`src/rtl/clk_settle_pkg.sv`:
```
package clk_settle_pkg;
  localparam logic [7:0] CNT_KEY  = 8'h5A;
  localparam logic [7:0] CTRL_KEY = 8'hA5;
  localparam int FLAG_BIT = 7;
  localparam int TME_BIT  = 5;
  localparam int SEL_W    = 3;

  typedef enum logic [SEL_W-1:0] {
    DIV_1, DIV_4, DIV_16, DIV_32, DIV_64, DIV_256, DIV_1024, DIV_4096
  } psc_sel_e;

  function automatic int unsigned psc_shift(input psc_sel_e sel);
    case (sel)
      DIV_1:    return 0;
      DIV_4:    return 2;
      DIV_16:   return 4;
      DIV_32:   return 5;
      DIV_64:   return 6;
      DIV_256:  return 8;
      DIV_1024: return 10;
      default:  return 12;
    endcase
  endfunction
endpackage

```
`src/rtl/cs_prescaler.sv`:
```
module cs_prescaler
  import clk_settle_pkg::*;
#(
  parameter int PSC_W = 12
) (
  input  logic             clk_i,
  input  logic             rst_ni,
  input  logic             run_i,
  input  logic             pclk_en_i,
  input  psc_sel_e         sel_i,
  output logic             tick_o
);
  localparam logic [PSC_W-1:0] ONE = {{(PSC_W-1){1'b0}}, 1'b1};

  logic [PSC_W-1:0] psc_q;
  logic [PSC_W-1:0] mask;

  // mask wraps to all ones for the widest division
  assign mask   = (ONE << psc_shift(sel_i)) - ONE;
  assign tick_o = run_i & pclk_en_i & ((psc_q & mask) == mask);

  always_ff @(posedge clk_i or negedge rst_ni) begin
    if (!rst_ni)        psc_q <= '0;
    else if (!run_i)    psc_q <= '0;
    else if (pclk_en_i) psc_q <= psc_q + ONE;
  end
endmodule

```
`src/rtl/cs_counter.sv`:
```
module cs_counter #(
  parameter int CNT_W = 8
) (
  input  logic             clk_i,
  input  logic             rst_ni,
  input  logic             tick_i,
  input  logic             ld_i,
  input  logic [CNT_W-1:0] ld_val_i,
  output logic [CNT_W-1:0] cnt_o,
  output logic             wrap_o
);
  logic [CNT_W-1:0] cnt_q;

  // a load beats a tick in the same cycle
  assign wrap_o = tick_i & ~ld_i & (&cnt_q);
  assign cnt_o  = cnt_q;

  always_ff @(posedge clk_i or negedge rst_ni) begin
    if (!rst_ni)     cnt_q <= '0;
    else if (ld_i)   cnt_q <= ld_val_i;
    else if (tick_i) cnt_q <= cnt_q + 1'b1;
  end
endmodule

```
`src/rtl/cs_ctrl_reg.sv`:
```
module cs_ctrl_reg
  import clk_settle_pkg::*;
(
  input  logic       clk_i,
  input  logic       rst_ni,
  input  logic       wr_i,
  input  logic [7:0] din_i,
  input  logic       wrap_i,
  output psc_sel_e   sel_o,
  output logic       tme_o,
  output logic [7:0] ctrl_o
);
  logic flag_q;

  always_ff @(posedge clk_i or negedge rst_ni) begin
    if (!rst_ni) begin
      sel_o  <= DIV_1;
      tme_o  <= 1'b0;
      flag_q <= 1'b0;
    end else begin
      if (wr_i) begin
        sel_o  <= psc_sel_e'(din_i[SEL_W-1:0]);
        tme_o  <= din_i[TME_BIT];
        flag_q <= 1'b0;
      end
      if (wrap_i) flag_q <= 1'b1;  // set wins over clear
    end
  end

  always_comb begin
    ctrl_o                = '0;
    ctrl_o[SEL_W-1:0]     = sel_o;
    ctrl_o[TME_BIT]       = tme_o;
    ctrl_o[FLAG_BIT]      = flag_q;
  end
endmodule

```
`src/rtl/clk_settle_wdt.sv`:
```
module clk_settle_wdt
  import clk_settle_pkg::*;
#(
  parameter int CNT_W  = 8,
  parameter int PSC_W  = 12,
  parameter int DATA_W = 16
) (
  input  logic              clk_i,
  input  logic              rst_ni,
  input  logic              pclk_en_i,
  input  logic              freq_wr_i,
  input  logic              wr_en_i,
  input  logic              wr_sel_i,
  input  logic [DATA_W-1:0] wr_data_i,
  output logic [CNT_W-1:0]  cnt_o,
  output logic [7:0]        ctrl_o,
  output logic              hold_o
);
  localparam int KEY_W = 8;

  logic [KEY_W-1:0] key;
  logic             cnt_wr, ctrl_wr;
  logic             run, tick, wrap, tme, hold_q;
  psc_sel_e         sel;

  assign key     = wr_data_i[DATA_W-1 -: KEY_W];
  assign cnt_wr  = wr_en_i & ~wr_sel_i & (key == CNT_KEY);
  assign ctrl_wr = wr_en_i &  wr_sel_i & (key == CTRL_KEY);
  assign run     = hold_q | tme;

  cs_prescaler #(.PSC_W(PSC_W)) u_psc (
    .clk_i, .rst_ni, .run_i(run), .pclk_en_i, .sel_i(sel), .tick_o(tick)
  );

  cs_counter #(.CNT_W(CNT_W)) u_cnt (
    .clk_i, .rst_ni, .tick_i(tick), .ld_i(cnt_wr),
    .ld_val_i(wr_data_i[CNT_W-1:0]), .cnt_o, .wrap_o(wrap)
  );

  cs_ctrl_reg u_ctrl (
    .clk_i, .rst_ni, .wr_i(ctrl_wr), .din_i(wr_data_i[7:0]),
    .wrap_i(wrap), .sel_o(sel), .tme_o(tme), .ctrl_o
  );

  // a new frequency write outranks a coinciding wrap
  always_ff @(posedge clk_i or negedge rst_ni) begin
    if (!rst_ni)        hold_q <= 1'b0;
    else if (freq_wr_i) hold_q <= 1'b1;
    else if (wrap)      hold_q <= 1'b0;
  end

  assign hold_o = hold_q;
endmodule

```
`config.mk`:
```
export PLATFORM = sky130hd
export DESIGN_NAME = clk_settle_wdt
export DESIGN_NICKNAME = d
export VERILOG_FILES = /design/src/rtl/clk_settle_pkg.sv /design/src/rtl/cs_prescaler.sv /design/src/rtl/cs_counter.sv /design/src/rtl/cs_ctrl_reg.sv /design/src/rtl/clk_settle_wdt.sv
export SDC_FILE = /design/constraint.sdc
export NUM_CORES = 1
export LEC_CHECK = 0
export BUFFER_PORTS_ARGS = -buffer_cell sky130_fd_sc_hd__buf_2
export CAP_MARGIN = 10
export CORE_UTILIZATION = 35
export CTS_BUF_LIST = sky130_fd_sc_hd__clkbuf_4 sky130_fd_sc_hd__clkbuf_8
export CTS_CLUSTER_DIAMETER = 100
export CTS_CLUSTER_SIZE = 14
export DETAILED_ROUTE_END_ITERATION = 10
export PLACE_DENSITY = 0.67
export RECOVER_POWER = 100
export SYNTH_ARGS = -nofsm -noshare
export SYNTH_HDL_FRONTEND = slang
export SYNTH_SLANG_ARGS = --single-unit
export TNS_END_PERCENT = 5
```
`constraint.sdc`:
```
create_clock -name clk_i -period 6.4 [get_ports clk_i]
set_input_delay 0.96 -clock clk_i [delete_from_list [all_inputs] [get_ports clk_i]]
set_output_delay 0.96 -clock clk_i [all_outputs]
set_load 0.005 [all_outputs]
```
==> flow_summary.json, run 1 <==
{
  "slowest_stage": "a211oi_1",
  "tightest_slew_ns": 1.37,
  "p_int_w": 0.000373,
  "power_density_mw_per_mm2": 313,
  "initial_core_util_pct": 36.6,
  "portBuffers": 35,
  "crit_arrival_ns": 3.41,
  "fmax_ghz": 0.309,
  "synth-async-reset-ratio_pct": 100,
  "hold_class": "reg -> reg",
  "hpwl_um": 2510,
  "grt_pass1_wl_um": 5620,
  "switching_share_pct": 33.8,
  "synth_common_cells": "dfrtp_1, nor2_1, nand2_1",
  "firstDrtPassIters": 4,
  "cts_num_sinks": 26,
  "drc": 0,
  "peakVddDrop_v": 0.000116,
  "ys_seq_elements": 26,
  "setup_tns_ns": 0,
  "outcome": "completed",
  "cp_cell_sequence": "or3_1 -> ha_1 -> o21ai_0 -> a2111o_1 -> a211oi_1 -> nand4_4 -> mux2_1",
  "synth_area_mm2": 0.00160,
  "slowest_delay_ns": 0.97,
  "cts_resized": 0,
  "setup_violations": 0,
  "yosysUniqueCellTypes": 46,
  "cap_viol_max_count": 0,
  "startpoint_type": "register",
  "antenna_found_initial": 0,
  "insertedDiodeCount": 0,
  "avgViaCountPerCell": 5.34,
  "combPwrFrac_pct": 29.8,
  "cts_hold_buf": 0,
  "cp-end-kind": "register",
  "area_growth_syn_to_layout_pct": 12.5,
  "place.gp.congestion": 0.812,
  "grt_pass1_vias": 1207,
  "postCtsSetupRepairBufs": 0,
  "synth_area_leaders": "dfrtp_1, nor2_1, nand2_1, a21oi_1, xnor2_1",
  "synth_top_area_share_pct": 40.6,
  "cts_root_buf": "clkbuf_8",
  "critPathRequiredTime_ns": 6.57,
  "synth-seq-area-share_pct": 40.6,
  "p_leak_nw": 0.862,
  "ioPinCount": 39,
  "ant_nets": 0,
  "rows": 24,
  "power_w": 0.000564,
  "fin_skew_ns": 0.0113,
  "ys_warn_count": 0,
  "synth_ff_type": "dfrtp_1",
  "grt_max_degree": 27,
  "core-area_mm2": 0.00438,
  "fp.dieArea_mm2": 0.00485,
  "wl_um": 3380,
  "htree_levels": 1,
  "drive_above_1_share_pct": 23.6,
  "synth_edf_count": 0,
  "period_needed_ns": 3.24,
  "rsz0062_at_grt": "no",
  "cts_tree": "done",
  "clk_pin_slew_ns": 0.10,
  "die_x_um": 69.7,
  "grt_overflow_total": 0,
  "synth_top_area_cell": "dfrtp_1",
  "cts-buffers-inserted": 3,
  "syn-instance-count": 166,
  "slew_headroom_pct": 8.83,
  "p_sw_w": 0.000191,
  "yosysMostFrequentCell": "dfrtp_1",
  "hold_viol_final": 0,
  "via_count": 1319,
  "drtIter0Drc": 48,
  "crit_type": "reg -> reg",
  "clockPowerShare_pct": 24.6,
  "clk_latency_ns": 0.28,
  "wl_per_cell_um": 13.7,
  "slew_viol_final": 0,
  "clk_path_buf_depth": 2,
  "finalCritPeriodShare_pct": 50.6,
  "crit_fanout": 10,
  "pwr-share-seq_pct": 45.6,
  "synth.avg_cell_area_um2": 9.66,
  "final_nets": 221,
  "grtUsageTotal_pct": 14.3,
  "die-height_um": 69.7
}
## placed cells by master (no fill, tap or decap), types with 2 or more instances in the layout
master     n
nand2_1   15
nand4b_1   2
buf_2     29
conb_1     4
xor2_1     6
o21ai_0    5
and3_1     4
nor3_1     4
clkbuf_1   6
nor4bb_1   3
ha_1       3
dfrtp_1   26
nor2_1    16
and4b_1    2
and2_1     2
xnor2_1    6
inv_1      3
nand4_1    4
clkbuf_8   3
mux2_2     4
nand3_1    9
a21oi_1   11
or3_1      3
and3_2     3
mux2i_1    3
## critical path: cells and delay by family (launching register included)
kind / cells / cell delay, ns
fa+ha+maj: 1 / 0.30
mux: 1 / 0.37
compound gates: 3 / 1.37
flops: 1 / 0.46
simple gates: 2 / 0.63
## worst paths after layout
path | startpoint | endpoint | slack, ns | cells past startpoint
max | u_ctrl.sel_o[0] | u_cnt.cnt_o[7] | 3.16 | 7
min | u_ctrl.flag_q | u_ctrl.flag_q | 0.48 | 2
max reg2reg | u_ctrl.sel_o[0] | u_cnt.cnt_o[7] | 3.16 | 7
min reg2reg | u_ctrl.flag_q | u_ctrl.flag_q | 0.48 | 2
max in group asynchronous | rst_ni | u_psc.psc_q[4] | 4.62 | 1
min in group asynchronous | rst_ni | u_psc.psc_q[9] | 0.97 | 1
## per-layer routing
layer | global-route usage [%] | vias up | routed length [µm]
met5 | 0 | - | 0
met1 | 19.3 | 635 | 1580
met3 | 1.45 | 7 | 114
li1 | - | 641 | -
met2 | 23.5 | 36 | 1610
met4 | 6.00 | 0 | 70
## cell families (layout without fill, tap and decap cells)
family,count (synthesis),count (layout),share of synthesized area (%)
other,2,4,0.469
AO/OA/AOI/OAI,29,29,13.0
AND/OR/NAND/NOR,71,71,25.1
flip-flops,26,26,40.6
multiplexers,8,8,5.62
buffers and inverters,15,42,6.32
adder cells (fa/ha/maj),3,3,2.34
XOR/XNOR,12,12,6.56
## through the flow
step	hold WS (ns)	utilization, %	std cells	area, µm²	setup slack, ns
after CTS	0.483	41.8	247	1830	3.74
after detailed placement	0.459	40.2	243	1760	3.78
final	0.484	41.1	247	1800	3.16
after global routing	0.537	41.1	247	1800	2.98
after global placement	0.458	40.2	243	1760	3.80
after floorplan	0.448	-	168	1610	3.91
## state kept, by name, summed over array words and instances (netlist names)
name,cells
hold_o,1
u_cnt.cnt_o,8
u_ctrl.flag_q,1
u_ctrl.sel_o,3
u_ctrl.tme_o,1
u_psc.psc_q,12
## area by class of cell
class | instances | area, µm²
fill | 445 | 2580
clock buffer | 3 | 41.3
sequential | 26 | 651
timing repair buffer | 35 | 168
tap | 52 | 65.1
multi-input combinational | 127 | 837
inverter | 3 | 11.3
clock inverter | 1 | 30.0
## power groups by stage
stage	Clock (W)	Sequential, W	Combinational [W]
3_3_place_gp	0	0.000261	0.000170
6_report	0.000138	0.000257	0.000168
3_5_place_dp	0	0.000261	0.000175
2_1_floorplan	0	0.000249	0.000128
4_1_cts	0.000141	0.000258	0.000176
5_1_grt	0.000147	0.000265	0.000188
Power figures use the tool's default switching activity.
==> run 2, diff against run 1 <==
- clock period: 6.4 -> 3.2 ns (I/O delays scaled with it)
==> run 2 against run 1 <==
  * Highest routed layer unchanged
  * Non-clock buffer count unchanged
  * Final cell count stayed put
  * Via count is 1.9% lower
  * Sequential cell count unchanged
  * Register-to-register slack worse by 2.8 ns
  * Hold slack got worse by 0.11 ns
  * Clock skew fell by 0.0054 ns
==> flow_summary.json, run 2 (synthesis results as in run 1) <==
{
  "area_growth_syn_to_layout_pct": 12.2,
  "cts-buffers-inserted": 3,
  "portBuffers": 35,
  "ant_nets": 0,
  "ff2ff_path_depth": 7,
  "cts_hold_buf": 0,
  "r2r_start": "u_ctrl.sel_o[0]",
  "fillCellCount": 455,
  "cp-end-kind": "register",
  "finalCritPeriodShare_pct": 87.9,
  "crit_fanout": 10,
  "r2r_setup_slack_ns": 0.39,
  "fp.dieArea_mm2": 0.00485,
  "grt_overflow_total": 0,
  "avgViaCountPerCell": 5.24,
  "slowest_delay_ns": 0.61,
  "slowest_stage": "a211oi_2",
  "setup_violations": 0,
  "met1_usage_pct": 20.6,
  "outcome": "completed",
  "postCtsSetupRepairBufs": 0,
  "wl_per_cell_um": 13.2,
  "power_density_mw_per_mm2": 593,
  "timing.rr.end": "u_cnt.cnt_o[7]",
  "p_leak_nw": 0.858,
  "grtUsageMet3_pct": 1.45,
  "initial_core_util_pct": 36.6,
  "slew_headroom_pct": 8.59,
  "use_met2_pct": 23.4,
  "cts_root_buf": "clkbuf_8",
  "dpl_cell_area_mm2": 0.00176,
  "critPathRequiredTime_ns": 3.36,
  "clk_path_buf_depth": 2,
  "fmax_ghz": 0.356,
  "crit_arrival_ns": 2.97,
  "crit_start": "u_ctrl.sel_o[0]",
  "core-area_mm2": 0.00438,
  "crit_type": "reg -> reg",
  "fin_area_mm2": 0.00180,
  "final_nets": 221,
  "fin_skew_ns": 0.00588,
  "wl_um": 3270,
  "ioPinCount": 39,
  "hold_class": "in -> reg",
  "firstDrtPassIters": 4,
  "final_util_pct": 41.0,
  "drc": 0,
  "place.gp.congestion": 0.808,
  "rows": 24,
  "grt.busiest_layer": "met2",
  "die-height_um": 69.7,
  "setup_tns_ns": 0,
  "cts_num_sinks": 26,
  "crit_family": "compound AO/OA/AOI/OAI gates",
  "startpoint_type": "register",
  "cap_viol_max_count": 0,
  "seq_area_um2": 651,
  "min-delay-start": "freq_wr_i",
  "grt_pass1_vias": 1272,
  "peakVddDrop_v": 0.000163,
  "antenna_found_initial": 0,
  "layout_commonest_cell": "buf_2",
  "hold_viol_final": 0,
  "tightest_slew_ns": 1.37,
  "grt_max_degree": 27,
  "htree_levels": 1,
  "insertedDiodeCount": 0,
  "final_cell_mix": "buf_2, dfrtp_1, nor2_1, nand2_1, a21oi_1",
  "cp.depth": 7,
  "cp-endpoint": "u_cnt.cnt_o[7]",
  "grt_pass1_wl_um": 5790,
  "cp_cell_sequence": "or3_4 -> ha_1 -> o21ai_0 -> a2111o_1 -> a211oi_2 -> nand4_4 -> mux2_1",
  "drtIter0Drc": 116,
  "period_needed_ns": 2.81,
  "worst_hold_slack_ns": 0.375,
  "cts_resized": 0,
  "largest_register_ffs": 12,
  "critPathBufInv": 0,
  "slew_viol_final": 0,
  "via_count": 1294,
  "drive_above_1_share_pct": 25.1,
  "holdPathStages": 2,
  "grtUsageTotal_pct": 14.7,
  "clk_latency_ns": 0.27,
  "die_x_um": 69.7,
  "clk_pin_slew_ns": 0.09,
  "cts_tree": "done",
  "multi_input_area_um2": 847,
  "rsz0062_at_grt": "no",
  "hpwl_um": 2500,
  "top_register": "u_psc.psc_q"
}
run 2: cell count changes in the layout (fill, tap and decap cells not counted):
cell,before,now
or3_4,0,1
a211oi_1,1,0
buf_2,29,30
bufinv_16,1,0
clkbuf_1,6,5
a211oi_2,0,1
clkbuf_8,3,4
or3_1,3,2
run 2: metal layers:
metal  wire (µm)  vias up
li1            -      648
met1        1600      623
met2        1540       18
met3          65        5
met4          54        0
met5           0        -
run 2: per-stage QoR:
step | total power, W | instances | setup WS (ns)
2_1_floorplan | 0.000754 | 168 | 0.711
3_3_place_gp | 0.000857 | 243 | 0.642
3_5_place_dp | 0.000872 | 243 | 0.571
4_1_cts | 0.00108 | 247 | 0.559
5_1_grt | 0.00115 | 247 | 0.231
6_report | 0.00107 | 247 | 0.388
run 2: how the worst min path moves through the flow:
stage | endpoint | slack (ns)
6_report | hold_o | 0.37
2_1_floorplan | hold_o | 0.18
3_5_place_dp | u_ctrl.flag_q | 0.46
4_1_cts | u_ctrl.sel_o[0] | 0.21
5_1_grt | hold_o | 0.38
3_3_place_gp | u_ctrl.flag_q | 0.46
run 2: power by group:
group / internal [W] / switching (W) / total, W
Combinational: 0.000176 / 0.000162 / 0.000339
Clock: 0.000110 / 0.000101 / 0.000211
Sequential: 0.000405 / 0.000111 / 0.000516
Total: 0.000691 / 0.000375 / 0.00107
run 2: layout make-up:
type                       instances  area share, %
multi-input combinational        127           47.1
sequential                        26           36.2
inverter                           3          0.626
tap                               52           3.62
timing repair buffer              35           9.39
clock buffer                       4           3.06
==> run 3, diff against run 2 <==
- PLACE_DENSITY: 0.67 -> 0.52
- TNS_END_PERCENT: 5 -> default
==> run 3 against run 2 <==
  * Hold slack better by 0.00080 ns
  * Non-clock buffer count unchanged
  * Largest cell class unchanged
  * Combinational power rose by 2%
  * Register-to-register slack lost 0.02 ns
==> flow_summary.json, run 3 (synthesis results as in run 1) <==
{
  "seq_area_um2": 651,
  "multi_input_area_um2": 847,
  "core-area_mm2": 0.00438,
  "hold_class": "in -> reg",
  "p_leak_nw": 0.859,
  "drive_above_1_share_pct": 24.1,
  "clk_latency_ns": 0.28,
  "period_needed_ns": 2.83,
  "finalCritPeriodShare_pct": 88.5,
  "htree_levels": 1,
  "ioPinCount": 39,
  "area_growth_syn_to_layout_pct": 13.0,
  "hold_viol_final": 0,
  "postCtsSetupRepairBufs": 0,
  "portBuffers": 35,
  "largest_register_ffs": 12,
  "cts_num_sinks": 26,
  "antenna_found_initial": 0,
  "cts_root_buf": "clkbuf_8",
  "fin_skew_ns": 0.00591,
  "insertedDiodeCount": 0,
  "ff2ff_path_depth": 7,
  "setup_violations": 0,
  "critPathBufInv": 0,
  "grt_overflow_total": 0,
  "switching_share_pct": 34.2,
  "crit_arrival_ns": 3.00,
  "final_cell_mix": "buf_2, dfrtp_1, nor2_1, nand2_1, a21oi_1",
  "clk_pin_slew_ns": 0.10,
  "slew_headroom_pct": 5.06,
  "power_density_mw_per_mm2": 628,
  "rsz0062_at_grt": "no",
  "clockPowerShare_pct": 24.4,
  "tightest_slew_ns": 1.42,
  "firstDrtPassIters": 4,
  "cp-end-kind": "register",
  "via_count": 1305,
  "outcome": "completed",
  "layout_commonest_cell": "buf_2",
  "die-height_um": 69.7,
  "cts_resized": 0,
  "avgViaCountPerCell": 5.28,
  "critPathRequiredTime_ns": 3.37,
  "fmax_ghz": 0.353,
  "crit_fanout": 10,
  "clk_path_buf_depth": 2,
  "setup_tns_ns": 0,
  "slew_viol_final": 0,
  "p_int_w": 0.000748,
  "peakVddDrop_v": 0.000267,
  "final_nets": 221,
  "combPwrFrac_pct": 30.3,
  "slowest_stage": "a211oi_2",
  "worst_hold_slack_ns": 0.376,
  "wl_per_cell_um": 14.8,
  "grt_max_degree": 27,
  "drtIter0Drc": 77,
  "slowest_delay_ns": 0.64,
  "grtUsageTotal_pct": 16.4,
  "grt_pass1_wl_um": 6310,
  "top_register": "u_psc.psc_q",
  "initial_core_util_pct": 36.6,
  "pwr-share-seq_pct": 45.3,
  "cts_hold_buf": 0,
  "wl_um": 3650,
  "fp.dieArea_mm2": 0.00485,
  "rows": 24,
  "cts_tree": "done",
  "holdPathStages": 2,
  "die_x_um": 69.7,
  "startpoint_type": "register",
  "cts-buffers-inserted": 3,
  "ant_nets": 0,
  "cp_cell_sequence": "or3_4 -> ha_1 -> o21ai_0 -> a2111o_1 -> a211oi_2 -> nand4_4 -> mux2_1",
  "place.gp.congestion": 0.816,
  "power_w": 0.00114,
  "cp.depth": 7,
  "drc": 0,
  "fillCellCount": 457,
  "crit_family": "compound AO/OA/AOI/OAI gates",
  "p_sw_w": 0.000389,
  "grt_pass1_vias": 1355,
  "crit_type": "reg -> reg",
  "cap_viol_max_count": 0,
  "hpwl_um": 2720
}
[run 3: power groups by stage]
stage	sequential [W]	combinational, W	clock (W)
floorplan	0.000498	0.000257	0
global placement	0.000518	0.000340	0
finish	0.000515	0.000345	0.000278
detailed placement	0.000520	0.000354	0
CTS	0.000515	0.000358	0.000288
global route	0.000529	0.000390	0.000305
[run 3: metal layers]
metal | part of all wire (%) | up-vias | global-route usage, %
met5 | 0 | - | 0
met4 | 1.6 | 0 | 7.11
met3 | 3.6 | 4 | 2.47
met2 | 49 | 30 | 27.7
met1 | 46 | 631 | 20.8
li1 | - | 640 | -
[run 3: cell type report]
cell class | instances | share of cell area [%]
multi-input cells | 127 | 46.8
flip-flops and latches | 26 | 35.9
repair buffers | 35 | 9.19
well taps | 52 | 3.59
clock buffers | 3 | 2.28
clock inverters | 1 | 1.66
inverters | 3 | 0.622
[run 3: worst reg2reg max path, stage by stage (launching register included)]
cell	delay (ns)
dfrtp_1	0.46
or3_4	0.42
ha_1	0.29
o21ai_0	0.08
a2111o_1	0.31
a211oi_2	0.64
nand4_4	0.19
mux2_1	0.34
[run 3: path summary, 6_finish.rpt]
kind | startpoint | endpoint | slack [ns]
max | u_ctrl.sel_o[0] | u_cnt.cnt_o[7] | 0.37
min | freq_wr_i | hold_o | 0.38
max reg2reg | u_ctrl.sel_o[0] | u_cnt.cnt_o[7] | 0.37
min reg2reg | u_ctrl.flag_q | u_ctrl.flag_q | 0.49
max in group asynchronous | rst_ni | u_cnt.cnt_o[1] | 1.85
min in group asynchronous | rst_ni | u_psc.psc_q[3] | 0.52
[run 3: through the flow]
stage	setup slack, ns	std cells	utilization, %	instance area, µm²
after global placement	0.607	243	40.2	1760
after CTS	0.522	247	41.8	1830
after floorplan	0.711	168	-	1610
after detailed placement	0.541	243	40.2	1760
after global routing	0.200	247	41.3	1810
final	0.368	247	41.3	1810
